$ cat config.mk
export PLATFORM = sky130hd
export DESIGN_NAME = fls_sched
export DESIGN_NICKNAME = d
export VERILOG_FILES = /design/src/rtl/fls_pkg.sv /design/src/rtl/fls_ctr.sv /design/src/rtl/fls_step.sv /design/src/rtl/fls_sched.sv
export SDC_FILE = /design/constraint.sdc
export NUM_CORES = 1
export LEC_CHECK = 0
export BUFFER_PORTS_ARGS = -buffer_cell sky130_fd_sc_hd__buf_4
export CAP_MARGIN = 40
export CELL_PAD_IN_SITES_DETAIL_PLACEMENT = 0
export CELL_PAD_IN_SITES_GLOBAL_PLACEMENT = 1
export CORE_ASPECT_RATIO = 0.7
export CORE_MARGIN = 2
export CORE_UTILIZATION = 43
export DETAILED_ROUTE_END_ITERATION = 16
export PLACE_DENSITY_LB_ADDON = 0.15
export SETUP_SLACK_MARGIN = 0.15
export SYNTH_ARGS = -nofsm -noshare
export SYNTH_HDL_FRONTEND = slang
export SYNTH_SLANG_ARGS = --single-unit
$ cat constraint.sdc
create_clock -name clk -period 7.5 [get_ports clk]
set_clock_uncertainty 0.2 [all_clocks]
set_input_delay 1.5 -clock clk [delete_from_list [all_inputs] [get_ports clk]]
set_output_delay 1.5 -clock clk [all_outputs]
set_load 0.02 [all_outputs]
$ cat src/rtl/fls_pkg.sv
package fls_pkg;

   typedef enum logic {
      ST_IDLE = 1'b0,
      ST_RUN  = 1'b1
   } fls_state_e;

   function automatic int fls_width(input int n);
      return (n > 1) ? $clog2(n) : 1;
   endfunction

endpackage

$ cat src/rtl/fls_ctr.sv
module fls_ctr #(
   parameter int W    = 4,
   parameter int INIT = 0
) (
   input  logic         clk,
   input  logic         rst_n,
   input  logic         clr,
   input  logic         inc,
   output logic [W-1:0] q
);
   always_ff @(posedge clk or negedge rst_n) begin
      if (!rst_n)   q <= W'(INIT);
      else if (clr) q <= W'(INIT);
      else if (inc) q <= q + W'(1);
   end
endmodule

$ cat src/rtl/fls_step.sv
module fls_step #(
   parameter int NUM_MB     = 4,
   parameter int NUM_FRAMES = 8,
   parameter int MAX_REF    = 4,
   parameter int TW         = 4,
   parameter int MW         = 2,
   parameter int KW         = 3
) (
   input  logic [TW-1:0] ref_t,
   input  logic [MW-1:0] mb,
   input  logic [KW-1:0] k,
   output logic [TW-1:0] cur_t,
   output logic          k_end,
   output logic          m_end,
   output logic          last
);
   localparam int SW = TW + 1;

   logic [SW-1:0] sum_w;
   logic          r_end;

   assign sum_w = SW'(ref_t) + SW'(k);
   assign cur_t = sum_w[TW-1:0];
   assign m_end = (mb == MW'(NUM_MB - 1));
   assign r_end = (ref_t == TW'(NUM_FRAMES - 1));

   generate
      if (MAX_REF == 1) begin : g_single
         assign k_end = 1'b1;
      end else begin : g_multi
         assign k_end = (k == KW'(MAX_REF)) || (sum_w >= SW'(NUM_FRAMES));
      end
   endgenerate

   assign last = k_end & m_end & r_end;
endmodule

$ cat src/rtl/fls_sched.sv
module fls_sched #(
   parameter  int NUM_MB     = 396,
   parameter  int NUM_FRAMES = 30,
   parameter  int MAX_REF    = 4,
   localparam int TW         = fls_pkg::fls_width(NUM_FRAMES + 1),
   localparam int MW         = fls_pkg::fls_width(NUM_MB),
   localparam int KW         = fls_pkg::fls_width(MAX_REF + 1)
) (
   input  logic          clk,
   input  logic          rst_n,
   input  logic          start_i,
   input  logic          me_done_i,
   output logic          task_valid_o,
   output logic [TW-1:0] cur_time_o,
   output logic [TW-1:0] ref_time_o,
   output logic [MW-1:0] mb_idx_o,
   output logic [KW-1:0] ref_idx_o,
   output logic          sw_load_o,
   output logic          cb_load_o,
   output logic          sched_done_o
);
   import fls_pkg::*;

   initial begin
      assert (MAX_REF >= 1 && MAX_REF <= 4) else $error("MAX_REF must be 1..4");
      assert (NUM_FRAMES >= 1) else $error("NUM_FRAMES must be at least 1");
      assert (NUM_MB >= 1) else $error("NUM_MB must be at least 1");
   end

   fls_state_e    state_q;
   logic          done_q;
   logic          go, adv;
   logic          k_end, m_end, last;
   logic [TW-1:0] ref_t, cur_t;
   logic [MW-1:0] mb;
   logic [KW-1:0] k;

   assign go  = (state_q == ST_IDLE) && start_i;
   assign adv = (state_q == ST_RUN) && me_done_i;

   fls_ctr #(.W(KW), .INIT(1)) u_k_ctr (
      .clk(clk), .rst_n(rst_n),
      .clr(go | (adv & k_end)), .inc(adv), .q(k)
   );

   fls_ctr #(.W(MW), .INIT(0)) u_mb_ctr (
      .clk(clk), .rst_n(rst_n),
      .clr(go | (adv & k_end & m_end)), .inc(adv & k_end), .q(mb)
   );

   fls_ctr #(.W(TW), .INIT(0)) u_ref_ctr (
      .clk(clk), .rst_n(rst_n),
      .clr(go), .inc(adv & k_end & m_end), .q(ref_t)
   );

   fls_step #(
      .NUM_MB(NUM_MB), .NUM_FRAMES(NUM_FRAMES), .MAX_REF(MAX_REF),
      .TW(TW), .MW(MW), .KW(KW)
   ) u_step (
      .ref_t(ref_t), .mb(mb), .k(k),
      .cur_t(cur_t), .k_end(k_end), .m_end(m_end), .last(last)
   );

   always_ff @(posedge clk or negedge rst_n) begin
      if (!rst_n) begin
         state_q <= ST_IDLE;
         done_q  <= 1'b0;
      end else begin
         done_q <= adv & last;
         if (go)                state_q <= ST_RUN;
         else if (adv && last)  state_q <= ST_IDLE;
      end
   end

   assign task_valid_o = (state_q == ST_RUN);
   assign cur_time_o   = cur_t;
   assign ref_time_o   = ref_t;
   assign mb_idx_o     = mb;
   assign ref_idx_o    = k;
   assign sw_load_o    = task_valid_o && (k == KW'(1));
   assign cb_load_o    = task_valid_o;
   assign sched_done_o = done_q;
endmodule

==> PnR_summary.wiki, run 1 <==
{| class="wikitable"
! Metric !! Value
|-
| Outcome || complete, no violations
|-
| Final Util || 0.559
|-
| Library cell contributing the largest single delay on the critical path || dfstp_2
|-
| Number of ports placed on the die boundary || 30
|-
| Total standard cell area after synthesis || 1290 um2
|-
| Top routing layer in use || met4
|-
| Global route overflow || 0
|-
| Library cells used by synthesis || 42
|-
| Total non-filler cell area in the finished layout || 1580 um2
|-
| Met1 Routed Length || 1680 um
|-
| Data required, critical path || 5800 ps
|-
| Horizontal extent of the die || 69.5 um
|-
| Final worst path period need || 3760 ps
|-
| Relative area change from synthesis to final layout || 22.3%
|-
| Dominant synthesized flop cell || dfrtp_1
|-
| Overall global routing resource usage || 0.199
|-
| H-tree lvl count || 1
|-
| Cell-by-cell listing of the critical path || ha_1 -> inv_1 -> fa_1 -> nor2b_1 -> o21ai_0 -> xnor2_1 -> buf_4
|-
| Number of enable flip-flop cells after synthesis || 0
|-
| Max incr delay on CP || 580 ps
|-
| Class of the most critical setup path || register to primary output
|-
| Placed cells || 199
|-
| Syn nets || 152
|-
| Root buffer cell || clkbuf_8
|-
| Most common cell after layout, fill and taps aside || buf_4
|-
| Clock insertion delay at the later pin of the skew report || 250 ps
|-
| Weighted congestion at the end of routability-driven global placement || 0.903
|-
| Slew at the pin with the worst max-slew slack || 872 ps
|-
| DR pass1 iterations || 4
|-
| Via count || 1,184
|-
| Setup repair after global routing missed its margin || false
|-
| Final cell count without fillers || 203
|-
| Switching Fraction || 0.418
|-
| Die Outline Area || 3460 um2
|-
| Mean post-synth cell area || 9.35 um2
|-
| Endpoint class of the critical path || primary output
|-
| Kind of cell with the highest combined delay on the critical path || flip-flops
|-
| Core Rows || 16
|-
| Number of clock sinks || 19
|-
| Pwr per Cell Area || 244 nW/um2
|-
| Clock slew at the register clock pins of the worst setup and hold paths || 70 ps
|-
| Clock tree from TritonCTS || done
|-
| Deepest clock path buffer count || 2
|-
| Area of the core region || 2820 um2
|-
| Number of max-slew violations in the final report || 0
|-
| # port buffers || 29
|-
| Most used cells in the layout excluding fill and tap cells || buf_4 (31), dfrtp_1 (18), a21oi_1 (10)
|-
| Maximum clock rate || 0.266 GHz
|-
| Arrival @ worst endpoint || 2060 ps
|-
| Worst hold-check slack || 347 ps
|-
| Synthesized instance count || 138
|-
| Post-route ant nets || 0
|-
| Number of hold-slack violations in the final timing report || 0
|-
| Antenna diode count || 0
|-
| Net switching power || 0.161 mW
|-
| Launching element type of the critical path || register
|-
| Aggregate routed wire length || 3260 um
|-
| CTS Buf Count || 3
|-
| Overall power || 0.385 mW
|-
| Number of buffers added for setup after CTS || 0
|-
| Vias per cell || 5.83
|-
| Maximum number of pins on one net before global-route repair || 20
|-
| Warning count from the yosys run || 0
|-
| Number of antenna violations at the first check in global routing || 0
|-
| Cell internal power dissipation || 0.224 mW
|-
| Routed length per placed instance || 16.0 um
|-
| Residual DRC || 0
|-
| Detailed router's first-iteration violation count || 141
|-
| Clock network fraction of design power || 0.184
|-
| Count of hold buffers inserted by post-cts repair || 0
|-
| Maximum fanout along the worst path || 5
|-
| Via count of the first global-routing pass || 1,068
|-
| Post-placement worst setup slack || 4040 ps
|-
| Reported max-cap violation count || 0
|-
| Final Net Count || 182
|-
| Worst slew slack as a fraction of its limit || 0.413
|-
| Detailed placement HPWL || 2420 um
|-
| Wire length of the first global-routing pass || 5390 um
|-
| CP bufs+invs || 2
|-
| Number of synthesized register bits || 19
|-
| Starting Density || 0.457
|-
| Sequential share of power || 0.352
|-
| Sequential element share of the synthesized area || 0.370
|-
| Post-synthesis async set-or-reset flop share || 1.00
|-
| Post-cts sizing count || 0
|-
| Fraction of final layout cells sized beyond drive strength 1 || 0.228
|-
| Met3 WL post-DR || 184 um
|-
| Total cell area at the placement stage || 1530 um2
|-
| Total Neg Setup Slack || 0 ps
|-
| Worst IR drop on VDD || 108 uV
|-
| Worst-case setup margin in the final layout || 3740 ps
|-
| Combinational group share of total power || 0.464
|-
| Detailed route wirelength on metal2 || 1370 um
|-
| Final setup fails || 0
|-
| Leak Pwr || 0.741 nW
|-
| Floorplan die height || 49.8 um
|-
| Path category of the worst min-delay check || register to register
|-
| Period utilisation layout || 0.502
|}
per-layer routing:
metal	GRT usage	vias to the layer above
met5	0	-
met4	0.0523	0
met3	0.0389	2
met2	0.277	38
met1	0.310	566
li1	-	578
synthesized netlist by cell type (4+ instances only):
library cell,count,share of area
a21oi_1,10,0.039
dfrtp_1,18,0.35
ha_1,9,0.087
inv_1,6,0.017
nand2_1,9,0.026
nand2b_1,5,0.024
nand3_1,8,0.031
nand4_1,6,0.029
nor2_1,5,0.015
o21ai_0,6,0.023
o31ai_1,4,0.023
o41ai_1,4,0.027
flip-flops by register name, indices dropped and copies added, names as in the netlist:
name and flops:
u_mb_ctr.q 9, u_ref_ctr.q 5, u_k_ctr.q 3, cb_load_o 1
sched_done_o 1
power groups by stage:
| stage | logic [mW] | clock network, mW | registers [mW] |
|---|---|---|---|
| final | 0.179 | 0.0707 | 0.136 |
| after global routing | 0.193 | 0.0803 | 0.137 |
| after detailed placement | 0.177 | 0 | 0.137 |
| after floorplan | 0.104 | 0 | 0.146 |
| after CTS | 0.178 | 0.0740 | 0.135 |
| after global placement | 0.175 | 0 | 0.136 |
path summary, 6_finish.rpt:
check                                  to  slack, ps     startpoint  cells after the start
max                         cur_time_o[4]       3740   u_k_ctr.q[0]                      7
min                         u_mb_ctr.q[5]        350  u_mb_ctr.q[5]                      1
max reg2reg                 u_mb_ctr.q[6]       4290   u_k_ctr.q[0]                      9
min reg2reg                 u_mb_ctr.q[5]        350  u_mb_ctr.q[5]                      1
max in group asynchronous    u_k_ctr.q[0]       5930          rst_n                      1
min in group asynchronous  u_ref_ctr.q[0]        910          rst_n                      1
cells by family (layout without fill, tap and decap cells):
logic type	count (synthesis)	count (layout)	share of synthesized area
XOR/XNOR	5	5	0.0340
adder cells (fa/ha/maj)	10	10	0.103
flip-flops	19	19	0.370
AND/OR/NAND/NOR	55	55	0.244
multiplexers	3	3	0.0233
AO/OA/AOI/OAI	34	34	0.181
buffers and inverters	12	41	0.0446
final cells by class:
class / instances / area [um2]
Fill cell: 254 / 1240
Tap cell: 36 / 45.0
Inverter: 6 / 22.5
Timing Repair Buffer: 31 / 233
Clock buffer: 4 / 45.0
Sequential cell: 19 / 477
Multi-Input combinational cell: 107 / 756
Power figures use the tool's default switching activity.
==> run 2: changes to the inputs <==
- ABC_AREA: not set -> 1
- CORE_UTILIZATION: 43 -> 35
- clock period: 7.5 -> 3.28 ns (I/O delays scaled with it)
==> PnR_summary.wiki, run 2 <==
{| class="wikitable"
! Metric !! Value
|-
| Most flop-heavy register || u_mb_ctr.q
|-
| Synth area leader || dfrtp_1
|-
| Number of ports placed on the die boundary || 30
|-
| Combinational group share of total power || 0.499
|-
| Aggregate routed wire length || 3330 um
|-
| Post-route ant nets || 0
|-
| Sequential share of power || 0.336
|-
| Number of clock sinks || 19
|-
| Number of hold-slack violations in the final timing report || 0
|-
| Number of antenna violations at the first check in global routing || 0
|-
| Fraction of final layout cells sized beyond drive strength 1 || 0.244
|-
| Post-synthesis async set-or-reset flop share || 1.00
|-
| CP bufs+invs || 3
|-
| Detailed placement HPWL || 2500 um
|-
| Starting Density || 0.361
|-
| Total Neg Setup Slack || 0 ps
|-
| Pwr per Cell Area || 589 nW/um2
|-
| Setup repair after global routing missed its margin || false
|-
| Instance count on the critical path || 9
|-
| Most common cell after layout, fill and taps aside || nand2_1
|-
| Area share of the largest cell type after synthesis || 0.322
|-
| # port buffers || 29
|-
| Max incr delay on CP || 580 ps
|-
| Largest regs || u_mb_ctr.q: 9 flops, u_ref_ctr.q: 5 flops, u_k_ctr.q: 3 flops
|-
| Global route overflow || 0
|-
| Sequential element share of the synthesized area || 0.340
|-
| Endpoint class of the critical path || primary output
|-
| Detailed router's first-iteration violation count || 52
|-
| Vias per cell || 4.63
|-
| Wire length of the first global-routing pass || 5830 um
|-
| Leak Pwr || 0.957 nW
|-
| Total cell area at the placement stage || 1660 um2
|-
| Class of the most critical setup path || register to primary output
|-
| CTS Buf Count || 3
|-
| Root buffer cell || clkbuf_8
|-
| Clock network fraction of design power || 0.165
|-
| Cell internal power dissipation || 0.573 mW
|-
| Max reg flops || 9
|-
| Most used cells in the layout excluding fill and tap cells || nand2_1 (48), buf_4 (31), inv_1 (25)
|-
| Warning count from the yosys run || 0
|-
| Cell-by-cell listing of the critical path || ha_2 -> inv_1 -> fa_1 -> inv_1 -> nand3_1 -> nand2_1 -> nand2_1 -> and2_1 -> buf_4
|-
| Total non-filler cell area in the finished layout || 1730 um2
|-
| Overall global routing resource usage || 0.165
|-
| Number of synthesized register bits || 19
|-
| Maximum clock rate || 0.339 GHz
|-
| Switching Fraction || 0.437
|-
| Worst IR drop on VDD || 244 uV
|-
| Core Rows || 19
|-
| Clock tree from TritonCTS || done
|-
| Library cell contributing the largest single delay on the critical path || dfstp_2
|-
| Weighted congestion at the end of routability-driven global placement || 0.782
|-
| Maximum number of pins on one net before global-route repair || 20
|-
| Period utilisation layout || 0.900
|-
| Area of the core region || 3870 um2
|-
| H-tree lvl count || 1
|-
| Seq. cell area || 477 um2
|-
| Synthesized instance count || 185
|-
| Library cells used by synthesis || 29
|-
| Reported max-cap violation count || 0
|-
| Top cells by instance count after synthesis || nand2_1 (48), inv_1 (25), dfrtp_1 (18)
|-
| Number of enable flip-flop cells after synthesis || 0
|-
| Clock insertion delay at the later pin of the skew report || 260 ps
|-
| Count of hold buffers inserted by post-cts repair || 0
|-
| Filler cell count || 401
|-
| Arrival @ worst endpoint || 2100 ps
|-
| DR pass1 iterations || 6
|-
| Final Net Count || 232
|-
| Dominant synthesized flop cell || dfrtp_1
|-
| Top cells by area in the synthesized netlist || dfrtp_1 (32%), nand2_1 (13%), ha_1 (8.0%), inv_1 (6.7%), nand3_1 (6.1%)
|-
| Horizontal extent of the die || 79.6 um
|-
| Footprint of the multi-input gates || 795 um2
|-
| Launching element type of the critical path || register
|-
| Final worst path period need || 2950 ps
|-
| Most frequent cell after synthesis || nand2_1
|-
| Path category of the worst min-delay check || input port to async pin
|-
| Kind of cell with the highest combined delay on the critical path || adder cells
|-
| Mean post-synth cell area || 7.57 um2
|-
| Floorplan die height || 56.9 um
|-
| Clock slew at the register clock pins of the worst setup and hold paths || 80 ps
|-
| Worst slew slack as a fraction of its limit || 0.677
|-
| Die Outline Area || 4530 um2
|-
| Residual DRC || 0
|-
| Final setup fails || 0
|-
| Routed length per placed instance || 12.4 um
|-
| Cell depth of the worst flop-to-flop path || 13
|-
| Via count || 1,246
|-
| Deepest clock path buffer count || 2
|-
| Total standard cell area after synthesis || 1400 um2
|-
| Antenna diode count || 0
|-
| Outcome || complete, no violations
|-
| Net switching power || 0.444 mW
|-
| Via count of the first global-routing pass || 1,147
|-
| Number of max-slew violations in the final report || 0
|-
| Relative area change from synthesis to final layout || 23.3%
|-
| Maximum fanout along the worst path || 6
|-
| Slew at the pin with the worst max-slew slack || 482 ps
|-
| Syn nets || 199
|-
| Data required, critical path || 2420 ps
|}
-- run 2: cell count changes after synthesis, sizes merged, moves of 4 or more --
cell,before,now
nand2,9,53
nor2,6,20
a21oi,10,2
xor2,2,8
o41ai,4,0
inv,6,28
o31ai,4,0
nand3,8,19
nand4,6,11
nand2b,5,0
-- run 2: final cells by class --
cell class,instances,share of cell area
Multi-Input combinational cell,134,0.460
Sequential cell,19,0.276
Timing Repair Buffer,31,0.135
Inverter,29,0.0630
Tap cell,52,0.0377
Clock buffer,3,0.0239
Clock inverter,1,0.00435
-- run 2: final timing paths --
path                              start             end  slack (ps)
setup / recovery           u_k_ctr.q[0]   cur_time_o[4]         330
hold / removal                    rst_n  u_ref_ctr.q[0]          70
setup reg to reg           u_k_ctr.q[0]   u_mb_ctr.q[6]         730
hold reg to reg            u_k_ctr.q[0]    u_k_ctr.q[0]         360
max in group asynchronous         rst_n    u_k_ctr.q[0]        2550
min in group clk           u_k_ctr.q[0]    u_k_ctr.q[0]         360
-- run 2: layer usage --
metal	global-route usage	wire length (um)	vias to the layer above
met2	0.235	1420	23
met1	0.256	1770	572
met4	0.0222	16	0
li1	-	-	649
met5	0	0	-
met3	0.0434	121	2
-- run 2: timing repair --
item | CTS | global route
buffers inserted | 0 | 2
endpoints found under the setup margin | 0 | 1
gates resized for setup | 0 | 1
-- run 2: power by group through the flow --
stage | Combinational [mW] | Sequential (mW) | Clock [mW]
6_report | 0.507 | 0.341 | 0.167
4_1_cts | 0.499 | 0.343 | 0.178
2_1_floorplan | 0.289 | 0.374 | 0
5_1_grt | 0.574 | 0.351 | 0.187
3_3_place_gp | 0.494 | 0.344 | 0
3_5_place_dp | 0.496 | 0.347 | 0
-- run 2: stage by stage --
step	power (mW)	instances	utilization	worst slack [ps]	hold WS (ps)
global route	1.11	269	0.446	165	69.0
finish	1.02	269	0.446	329	66.9
global placement	0.837	263	0.428	648	355
detailed placement	0.843	263	0.428	591	356
CTS	1.02	267	0.441	291	61.8
floorplan	0.664	185	-	707	160
-- run 2: cell families after synthesis --
family / synth area share
AOI/OAI and AO/OA: 0.0357
xor gates and xnor gates: 0.0688
adders and majority gates: 0.0947
buffers and inverters: 0.0938
DFF: 0.340
and+or+nand+nor: 0.366
